**src/rtl/accm_pkg.sv**
```systemverilog
package accm_pkg;
    localparam int WORD_W = 16;
    localparam int OP_W   = 4;
    localparam int ADDR_W = WORD_W - OP_W;
    localparam int NUM_T  = 6;

    typedef enum logic [OP_W-1:0] {
        OP_HLT = 4'd0,
        OP_ADD = 4'd1,
        OP_AND = 4'd2,
        OP_LDA = 4'd3,
        OP_STA = 4'd4,
        OP_CMA = 4'd5,
        OP_CLA = 4'd6,
        OP_JZ  = 4'd7,
        OP_IN  = 4'd8,
        OP_OUT = 4'd9,
        OP_CIL = 4'd10
    } opcode_e;

    typedef struct packed {
        logic hlt;
        logic add;
        logic bitand;
        logic lda;
        logic sta;
        logic cma;
        logic cla;
        logic jz;
        logic inp;
        logic outp;
        logic cil;
        logic mem_op;
    } ilines_t;

    function automatic logic [WORD_W-1:0] rotl1(input logic [WORD_W-1:0] v);
        return {v[WORD_W-2:0], v[WORD_W-1]};
    endfunction
endpackage

```
**src/rtl/accm_timing.sv**
```systemverilog
module accm_timing
    import accm_pkg::*;
(
    input  logic             clk,
    input  logic             rst,
    input  logic             stop,
    input  logic             last,
    output logic [NUM_T-1:0] t,
    output logic             halted
);
    localparam int CNT_W = $clog2(NUM_T);

    logic [CNT_W-1:0] cnt;

    always_ff @(posedge clk) begin
        if (rst) begin
            cnt    <= '0;
            halted <= 1'b0;
        end else if (!halted) begin
            if (stop) halted <= 1'b1;
            if (last || stop) cnt <= '0;
            else              cnt <= cnt + 1'b1;
        end
    end

    for (genvar j = 0; j < NUM_T; j++) begin : g_dec
        assign t[j] = !halted && (cnt == CNT_W'(j));
    end

    assert_one_strobe_R1: assert property (@(posedge clk) disable iff (rst)
        !halted |-> $countones(t) == 1);
    assert_no_strobe_halted_R1: assert property (@(posedge clk) disable iff (rst)
        halted |-> t == '0);
    assert_halt_sticky_R8: assert property (@(posedge clk) disable iff (rst)
        halted |=> halted);
endmodule

```
**src/rtl/accm_decode.sv**
```systemverilog
module accm_decode
    import accm_pkg::*;
(
    input  logic [OP_W-1:0] op,
    output ilines_t         il
);
    always_comb begin
        il = '0;
        case (op)
            OP_HLT: il.hlt    = 1'b1;
            OP_ADD: il.add    = 1'b1;
            OP_AND: il.bitand = 1'b1;
            OP_LDA: il.lda    = 1'b1;
            OP_STA: il.sta    = 1'b1;
            OP_CMA: il.cma    = 1'b1;
            OP_CLA: il.cla    = 1'b1;
            OP_JZ:  il.jz     = 1'b1;
            OP_IN:  il.inp    = 1'b1;
            OP_OUT: il.outp   = 1'b1;
            OP_CIL: il.cil    = 1'b1;
            default: il = '0;
        endcase
        il.mem_op = il.add | il.bitand | il.lda | il.sta;
    end
endmodule

```
**src/rtl/accm_mem.sv**
```systemverilog
module accm_mem
    import accm_pkg::*;
#(
    parameter int AW = 8
) (
    input  logic              clk,
    input  logic              we,
    input  logic [AW-1:0]     waddr,
    input  logic [WORD_W-1:0] wdata,
    input  logic [AW-1:0]     raddr,
    output logic [WORD_W-1:0] rdata,
    input  logic [AW-1:0]     maddr,
    output logic [WORD_W-1:0] mdata
);
    localparam int DEPTH = 2 ** AW;

    logic [WORD_W-1:0] store [DEPTH];

    always_ff @(posedge clk) begin
        if (we) store[waddr] <= wdata;
    end

    assign rdata = store[raddr];
    assign mdata = store[maddr];
endmodule

```
**src/rtl/accm_core.sv**
```systemverilog
module accm_core
    import accm_pkg::*;
#(
    parameter int MEM_AW = 8
) (
    input  logic              clk,
    input  logic              rst,
    input  logic [WORD_W-1:0] in_data,
    input  logic              load_en,
    input  logic [MEM_AW-1:0] load_addr,
    input  logic [WORD_W-1:0] load_data,
    input  logic [MEM_AW-1:0] mon_addr,
    output logic [WORD_W-1:0] mon_data,
    output logic [WORD_W-1:0] out_data,
    output logic [WORD_W-1:0] acc,
    output logic [ADDR_W-1:0] pc,
    output logic              halted
);
    logic [NUM_T-1:0]  t;
    ilines_t           il;
    logic [MEM_AW-1:0] mar;
    logic [WORD_W-1:0] mdr;
    logic [OP_W-1:0]   opc;
    logic [WORD_W-1:0] inr;
    logic [WORD_W-1:0] mem_rd;
    logic              stop, last;
    logic              mem_we;
    logic [MEM_AW-1:0] mem_waddr;
    logic [WORD_W-1:0] mem_wdata;

    accm_decode u_dec (.op(opc), .il(il));

    assign stop = t[3] & il.hlt;
    assign last = t[5] | (t[3] & ~il.mem_op);

    accm_timing u_tim (
        .clk(clk), .rst(rst), .stop(stop), .last(last), .t(t), .halted(halted)
    );

    assign mem_we    = load_en | (t[5] & il.sta);
    assign mem_waddr = load_en ? load_addr : mar;
    assign mem_wdata = load_en ? load_data : mdr;

    accm_mem #(.AW(MEM_AW)) u_mem (
        .clk(clk), .we(mem_we), .waddr(mem_waddr), .wdata(mem_wdata),
        .raddr(mar), .rdata(mem_rd), .maddr(mon_addr), .mdata(mon_data)
    );

    always_ff @(posedge clk) begin
        if (rst) begin
            pc       <= '0;
            mar      <= '0;
            mdr      <= '0;
            opc      <= '0;
            acc      <= '0;
            inr      <= '0;
            out_data <= '0;
        end else begin
            inr <= in_data;
            // fetch
            if (t[0]) mar <= pc[MEM_AW-1:0];
            if (t[1]) begin
                mdr <= mem_rd;
                pc  <= pc + 1'b1;
            end
            if (t[2]) opc <= mdr[WORD_W-1:ADDR_W];
            // execute
            if (t[3]) begin
                if (il.mem_op) mar <= mdr[MEM_AW-1:0];
                if (il.cma)    acc <= ~acc;
                if (il.cla)    acc <= '0;
                if (il.inp)    acc <= inr;
                if (il.outp)   out_data <= acc;
                if (il.cil)    acc <= rotl1(acc);
                if (il.jz && acc == '0) pc <= mdr[ADDR_W-1:0];
            end
            if (t[4]) begin
                if (il.add || il.bitand || il.lda) mdr <= mem_rd;
                if (il.sta)                        mdr <= acc;
            end
            if (t[5]) begin
                if (il.add)    acc <= acc + mdr;
                if (il.bitand) acc <= acc & mdr;
                if (il.lda)    acc <= mdr;
            end
        end
    end

    assert_fetch_inc_R2: assert property (@(posedge clk) disable iff (rst)
        t[1] |=> pc == $past(pc) + 1'b1);
    assert_short_return_R5: assert property (@(posedge clk) disable iff (rst)
        (t[3] && !il.mem_op && !il.hlt) |=> t[0]);
    assert_halt_hold_R8: assert property (@(posedge clk) disable iff (rst)
        halted |=> ($stable(pc) && $stable(acc) && $stable(out_data)));
    assert_jz_nonzero_R7: assert property (@(posedge clk) disable iff (rst)
        (t[3] && il.jz && acc != '0) |=> t[0] && pc == $past(pc));
endmodule

```
**config.mk**
```make
export PLATFORM = sky130hd
export DESIGN_NAME = accm_core
export DESIGN_NICKNAME = d
export VERILOG_FILES = /design/src/rtl/accm_pkg.sv /design/src/rtl/accm_timing.sv /design/src/rtl/accm_decode.sv /design/src/rtl/accm_mem.sv /design/src/rtl/accm_core.sv
export SDC_FILE = /design/constraint.sdc
export NUM_CORES = 2
export LEC_CHECK = 0
export BUFFER_PORTS_ARGS = -buffer_cell sky130_fd_sc_hd__clkbuf_2
export CAP_MARGIN = 20
export CORE_ASPECT_RATIO = 2
export CORE_MARGIN = 2
export CORE_UTILIZATION = 60
export DETAILED_ROUTE_END_ITERATION = 8
export PLACE_DENSITY_LB_ADDON = 0.05
export SYNTH_ARGS = -nofsm -noshare
export SYNTH_HDL_FRONTEND = slang
export SYNTH_SLANG_ARGS = --single-unit
```
**constraint.sdc**
```tcl
create_clock -name clk -period 28.9 [get_ports clk]
set_input_delay 1.445 -clock clk [delete_from_list [all_inputs] [get_ports clk]]
set_output_delay 1.445 -clock clk [all_outputs]
set_load 0.01 [all_outputs]
```
# Yosys cells after proc, flatten, opt, wreduce, memory -nomap -nowiden

Memory sizes are Yosys's and may differ from the RTL's. A register that Yosys moved wholly into a read port is not among the register bits.
Cells that the tools add are included.

Equality and inequality tests: 15
Add/sub/neg operators: 3
Bitwise logic cells: 11
Multiplexer cells: 38
Reductions and logical operators: 15

Operators by type and width:

| cell                                                | number |
|---|---|
| two-way mux 16 bit                                  | 14 |
| two-way mux 8 bit                                   | 5 |
| two-way mux 12 bit                                  | 3 |
| adder 16 bit                                        | 1 |
| bitwise AND 16 bit                                  | 1 |
| equality test 4 x 3 -> 1 bit, second input constant | 4 |
| zero test 16 bit                                    | 1 |
| inverter 16 bit                                     | 1 |
| two-way mux 1 bit                                   | 15 |
| adder 12 x 1 -> 12 bit, second input constant       | 1 |
| equality test 4 bit, second input constant          | 3 |
| equality test 4 x 2 -> 1 bit, second input constant | 2 |
| logical AND 1 bit                                   | 7 |
| equality test 3 x 2 -> 1 bit, second input constant | 2 |
| equality test 3 bit, second input constant          | 2 |
| bitwise OR 1 bit                                    | 5 |
| equality test 4 x 1 -> 1 bit, second input constant | 1 |
| zero test 4 bit                                     | 1 |
| adder 3 x 1 -> 3 bit, second input constant         | 1 |
| bitwise AND 1 bit                                   | 3 |
| equality test 3 x 1 -> 1 bit, second input constant | 1 |
| zero test 3 bit                                     | 1 |
| logical OR 1 bit                                    | 3 |
| two-way mux 3 bit                                   | 1 |
| other kinds (3)                                     | 3 |

Output and inout port bits: 61
Memories: 1
Bits of input ports: 51
Logic and storage cells: 92
Bits in registers: 92
Bits in writable memories: 4096

Memories:

| name        | words | bits a word | read ports | clocked after Yosys merged registers in | write ports | RTL line       | text |
|---|---|---|---|---|---|---|---|
| u_mem.store | 256   | 16          | 2          | 1                                       | 1           | accm_mem.sv:17 | `logic [WORD_W-1:0] store [DEPTH];` |

# Depth between registers and ports, before layout

Depth in word-level cells: 11
Depth in mapped cells: 13
Gate-level depth less buffers: 10

# Modules after synthesis

From an unflattened synthesis, not the netlist that was laid out.

Cells, all modules: 10842
Area, all modules: 197003.9 sq um

By module, submodules not included:

| module      | area an instance (sq um) | instances | cells an instance |
|---|---|---|---|
| accm_mem    | 190945.6                 | 1         | 10103 |
| accm_core   | 5676.7                   | 1         | 689 |
| accm_timing | 270.3                    | 1         | 31 |
| accm_decode | 111.4                    | 1         | 19 |

# Least setup slack after synthesis

No wires, ideal clock.

Kind: input port to flip-flop
From: input port load_en
To: memory u_mem.store[0][3], data pin
Library setup time: 2.191 ns
Slack: 14.626 ns
Buffers on the path: 3
Arrival: 12.083 ns
Required time: 26.709 ns
Stages: 4
Cell sequence: clkbuf_1 buf_1 buf_1 o21ai_0

Longest elaborated chain between the ends: 1

Ends and longest elaborated chain:

| item               | RTL line        | text |
|---|---|---|
| start, declared    | accm_core.sv:9  | `input logic load_en,` |
| two-way mux 16 bit | accm_core.sv:42 | `assign mem_wdata = load_en ? load_data : mdr;` |
| via mem_wdata[3]   | accm_core.sv:29 | `logic [WORD_W-1:0] mem_wdata;` |
| end, declared      | accm_mem.sv:17  |  |

The timed path passes the listed nets, and every way through them passes these cells.

# Worst setup path after layout

From: input port mon_addr[0]
To: output port mon_data[13]

Longest elaborated chain between the ends: 1

Ends and longest elaborated chain:

| item                       | RTL line        | text |
|---|---|---|
| start, declared            | accm_core.sv:12 | `input logic [MEM_AW-1:0] mon_addr,` |
| memory read (256 x 16 bit) | --              |  |
| end, declared              | accm_core.sv:13 | `output logic [WORD_W-1:0] mon_data,` |

Every way passes these cells.

==> flow_summary_export.csv <==
group,metric,value,unit
run_status,status,"complete, but fails checks",
run_status,violations,"slew limit",
global_routing,met2_usage,0.6346,
yosys,synthAdderAreaFrac,0.001523,
yosys,synth.area.top_cells,"edfxtp_1 63%, mux4_2 30%, dfxtp_1 0.95%",
setup_path,end_kind,"output port",
min_path,hold_start,"out_data[4]",
setup_path,crit_arrival,7.95,ns
floorplan,fp-row-count,295,
yosys,syn-cell-area,193900,µm²
cells_and_area,filler_cell_count,20530,
floorplan,fp.dieW,406.0,µm
cells_and_area,multi_input_area,67690,µm²
yosys,synth_cell_type_count,60,
cells_and_area,syn2layout_area_growth,10.28,%
clocking,post-cts-setup-buffers,0,
timing,finalHoldViolCount,0,
global_routing,grt.overflow.total,0,
setup_path,cpPeakStageDelay,0.99,ns
placement,dp.cells,12840,
placement,io_buffer_count,111,
setup_path,path_class,"in -> out",
cells_and_area,layout_commonest_cell,"edfxtp_1",
power,ir_worst_vdd,79.14,µV
clocking,clock_path_buffers,4,
clocking,clk_latency,0.97,ns
placement,gp_congestion,0.9746,
yosys,avgSynthCellArea,22.03,µm²
min_path,holdPathStages,2,
setup_path,critPathMaxFanout,77,
detailed_routing,drtIter0Drc,18480,
min_path,hold_class,"reg -> reg",
cells_and_area,drive_gt1_frac,0.4218,
floorplan,fp.dieH,807.9,µm
detailed_routing,drc_errors,0,
cells_and_area,final_nets,8979,
setup_path,crit_buf_inv,5,
detailed_routing,vias,107400,
cells_and_area,final_cell_mix,"4096 x edfxtp_1, 2573 x mux4_2, 373 x clkbuf_16",
clocking,clock_sinks,4188,
setup_path,crit_required,27.45,ns
clocking,h-tree-depth,5,
power,power_density,67.31,nW/µm²
power,power,14390,µW
floorplan,top_level_ports,112,
yosys,synth_top_flop_cell,"edfxtp_1",
power,p_leak,0.06375,µW
detailed_routing,ant_nets,0,
yosys,synth-simple-area-share,0.01500,
yosys,async_flop_share,0,
global_routing,grt_start_max_net_pins,162,
setup_path,r2r-start,"mar[0]",
detailed_routing,routed_wl,653500,µm
detailed_routing,avgViaCountPerCell,7.945,
timing,timing.final.crit_share,0.3250,
yosys,yosysTopAreaCellShare,0.6344,
clocking,cts-root-buf,"clkbuf_16",
yosys,synthXorXnorAreaFrac,0.0009939,
setup_path,cp_cell_sequence,"buf_12 > buf_4 > buf_4 > buf_4 > mux4_2 > mux4_2 > mux4_2 > a22oi_1 > nand2_1 > clkbuf_2",
global_routing,antenna_found_initial,41,
timing,fin_crit,9.394,ns
timing,fin_tns_setup,0,ns
flow_run,max_cap_violations,0,
setup_path,reg2reg_depth,10,
global_routing,met1_usage,0.4775,
placement,dp_hpwl,404300,µm
timing,rsz0062_at_grt,"no",
clocking,clkTransAtPathRegs,0.07,ns
global_routing,grt_pass1_vias,109400,
yosys,synth_top_family_by_area,"multiplexers",
floorplan,core_area,322200,µm²
detailed_routing,dr.pass1.iters,8,
timing,layout_setup_ws,19.51,ns
cells_and_area,fin_cells,13510,
setup_path,cp_top_family,"buffers and inverters",
timing,fmax,0.1065,GHz
timing,holdWs,0.4587,ns
clocking,ctsHoldBuffers,0,
global_routing,met3_usage,0.08468,
yosys,seq_area_frac_synth,0.6439,
placement,dp_slack,19.53,ns
setup_path,cp-start-kind,"input pin",
setup_path,r2r_setup_slack,21.88,ns
yosys,synth_seq_cells,4188,
clocking,cts_resized,0,
yosys,yosys_warnings,0,
timing,setup_viol,0,
min_path,holdPathEnd,"out_data[4]",
yosys,synthCells,8800,
detailed_routing,wl_per_cell,48.36,µm
yosys,synth-edff-count,4096,
yosys,synth_compound_area_frac,0.01564,
cells_and_area,regArea,124900,µm²
clocking,cts_buffers,367,
clocking,cts_tree,"done",
yosys,synth.largest_area_cell,"edfxtp_1",
global_routing,grt_usage,0.4031,
setup_path,cp_slowest_cell,"a22oi_1",
timing,drv_slew,1,
global_routing,grt_pass1_wl,887400,µm
setup_path,worstReg2RegEnd,"mdr[1]",
floorplan,initial_utilization,0.6017,
global_routing,top_usage_layer,"met2",
timing,finClkSkew,0.04399,ns
timing,worstMarginPinSlew,1.570,ns
yosys,synthMuxAreaShare,0.3068,
floorplan,design.die.area,328000,µm²
yosys,syn_nets,8874,
timing,slew_headroom,-0.04690,
-- logic make-up after synthesis --
| family | after synthesis |
|---|---|
| and+or+nand+nor | 671 |
| AOI/OAI and AO/OA | 440 |
| xor gates and xnor gates | 22 |
| adders and majority gates | 23 |
| buffers and inverters | 734 |
| DFF | 4188 |
| muxes | 2722 |
-- area by class of cell --
| cell class | instances | area share |
|---|---|---|
| clock inverter | 214 | 0.01161 |
| clock buffer | 439 | 0.04481 |
| inverter | 19 | 0.0003336 |
| sequential | 4188 | 0.5840 |
| timing repair buffer | 451 | 0.01726 |
| tap | 4306 | 0.02520 |
| multi-input combinational | 3878 | 0.3166 |
| antenna | 19 | 0.0002224 |
-- through the flow --
step | instance area (µm²) | util
5_1_grt | 213800 | 0.6634
6_report | 213800 | 0.6635
4_1_cts | 213600 | 0.6629
3_5_place_dp | 201600 | 0.6255
2_1_floorplan | 193900 | -
3_3_place_gp | 201400 | 0.6250
-- power breakdown --
part           leakage, µW  internal (µW)  switching, µW
Sequential          0.0380           6960           46.0
Combinational       0.0199            900           1340
Clock              0.00586           2850           2290
-- cells in the mapped netlist (5+ instances only) --
master and instances:
nor3_1 20, o22ai_1 23, ha_1 22, o221ai_1 19, o32ai_1 5, a22o_1 10, and2_1 10, xnor2_1 14
a21oi_1 92, edfxtp_1 4096, o31ai_1 6, a211o_1 5, and3_1 5, xor2_1 8, inv_1 18, mux4_2 2573
a211oi_1 29, o21ai_0 39, buf_1 89, nand2b_1 12, buf_2 211, buf_4 25, mux2i_1 118, a31oi_1 7
o211ai_1 7, dfxtp_1 92, nor2_1 332, nand2_1 151, nand3_1 65, nand4_1 9, clkbuf_1 388, a221oi_1 13
a22oi_1 160, nor2b_1 41, mux2_2 31, nor3b_1 9
-- sequential cells by signal (all words and copies together), names as in the netlist --
register	flops
acc	16
inr	16
mar	8
mdr	16
opc	4
out_data	16
pc	12
u_mem.store	4096
u_tim.cnt	3
u_tim.halted	1
-- worst max-delay path by stage --
stage	cells after the start	endpoint	from	slack, ns
finish	10	mon_data[13]	mon_addr[0]	19.51
global route	10	mon_data[13]	mon_addr[0]	19.32
CTS	10	mon_data[13]	mon_addr[0]	19.52
detailed placement	10	mon_data[13]	mon_addr[0]	19.53
global placement	10	mon_data[13]	mon_addr[0]	19.57
floorplan	4	u_mem.store[0][3]	load_en	14.63
-- tightest hold or removal path: cells and delay by family, from the launching register on --
family          cells  cell delay (ns)
compound gates      1             0.05
flops               1             0.31
simple gates        1             0.05
-- metal layers --
metal	wire (µm)	share of wire	vias to the layer above
li1	-	-	39340
met3	68660	0.11	2170
met2	316100	0.48	8111
met5	184	0.00028	-
met4	71530	0.11	26
met1	197000	0.30	57720
Note: power is estimated with default switching activity, not from simulation.
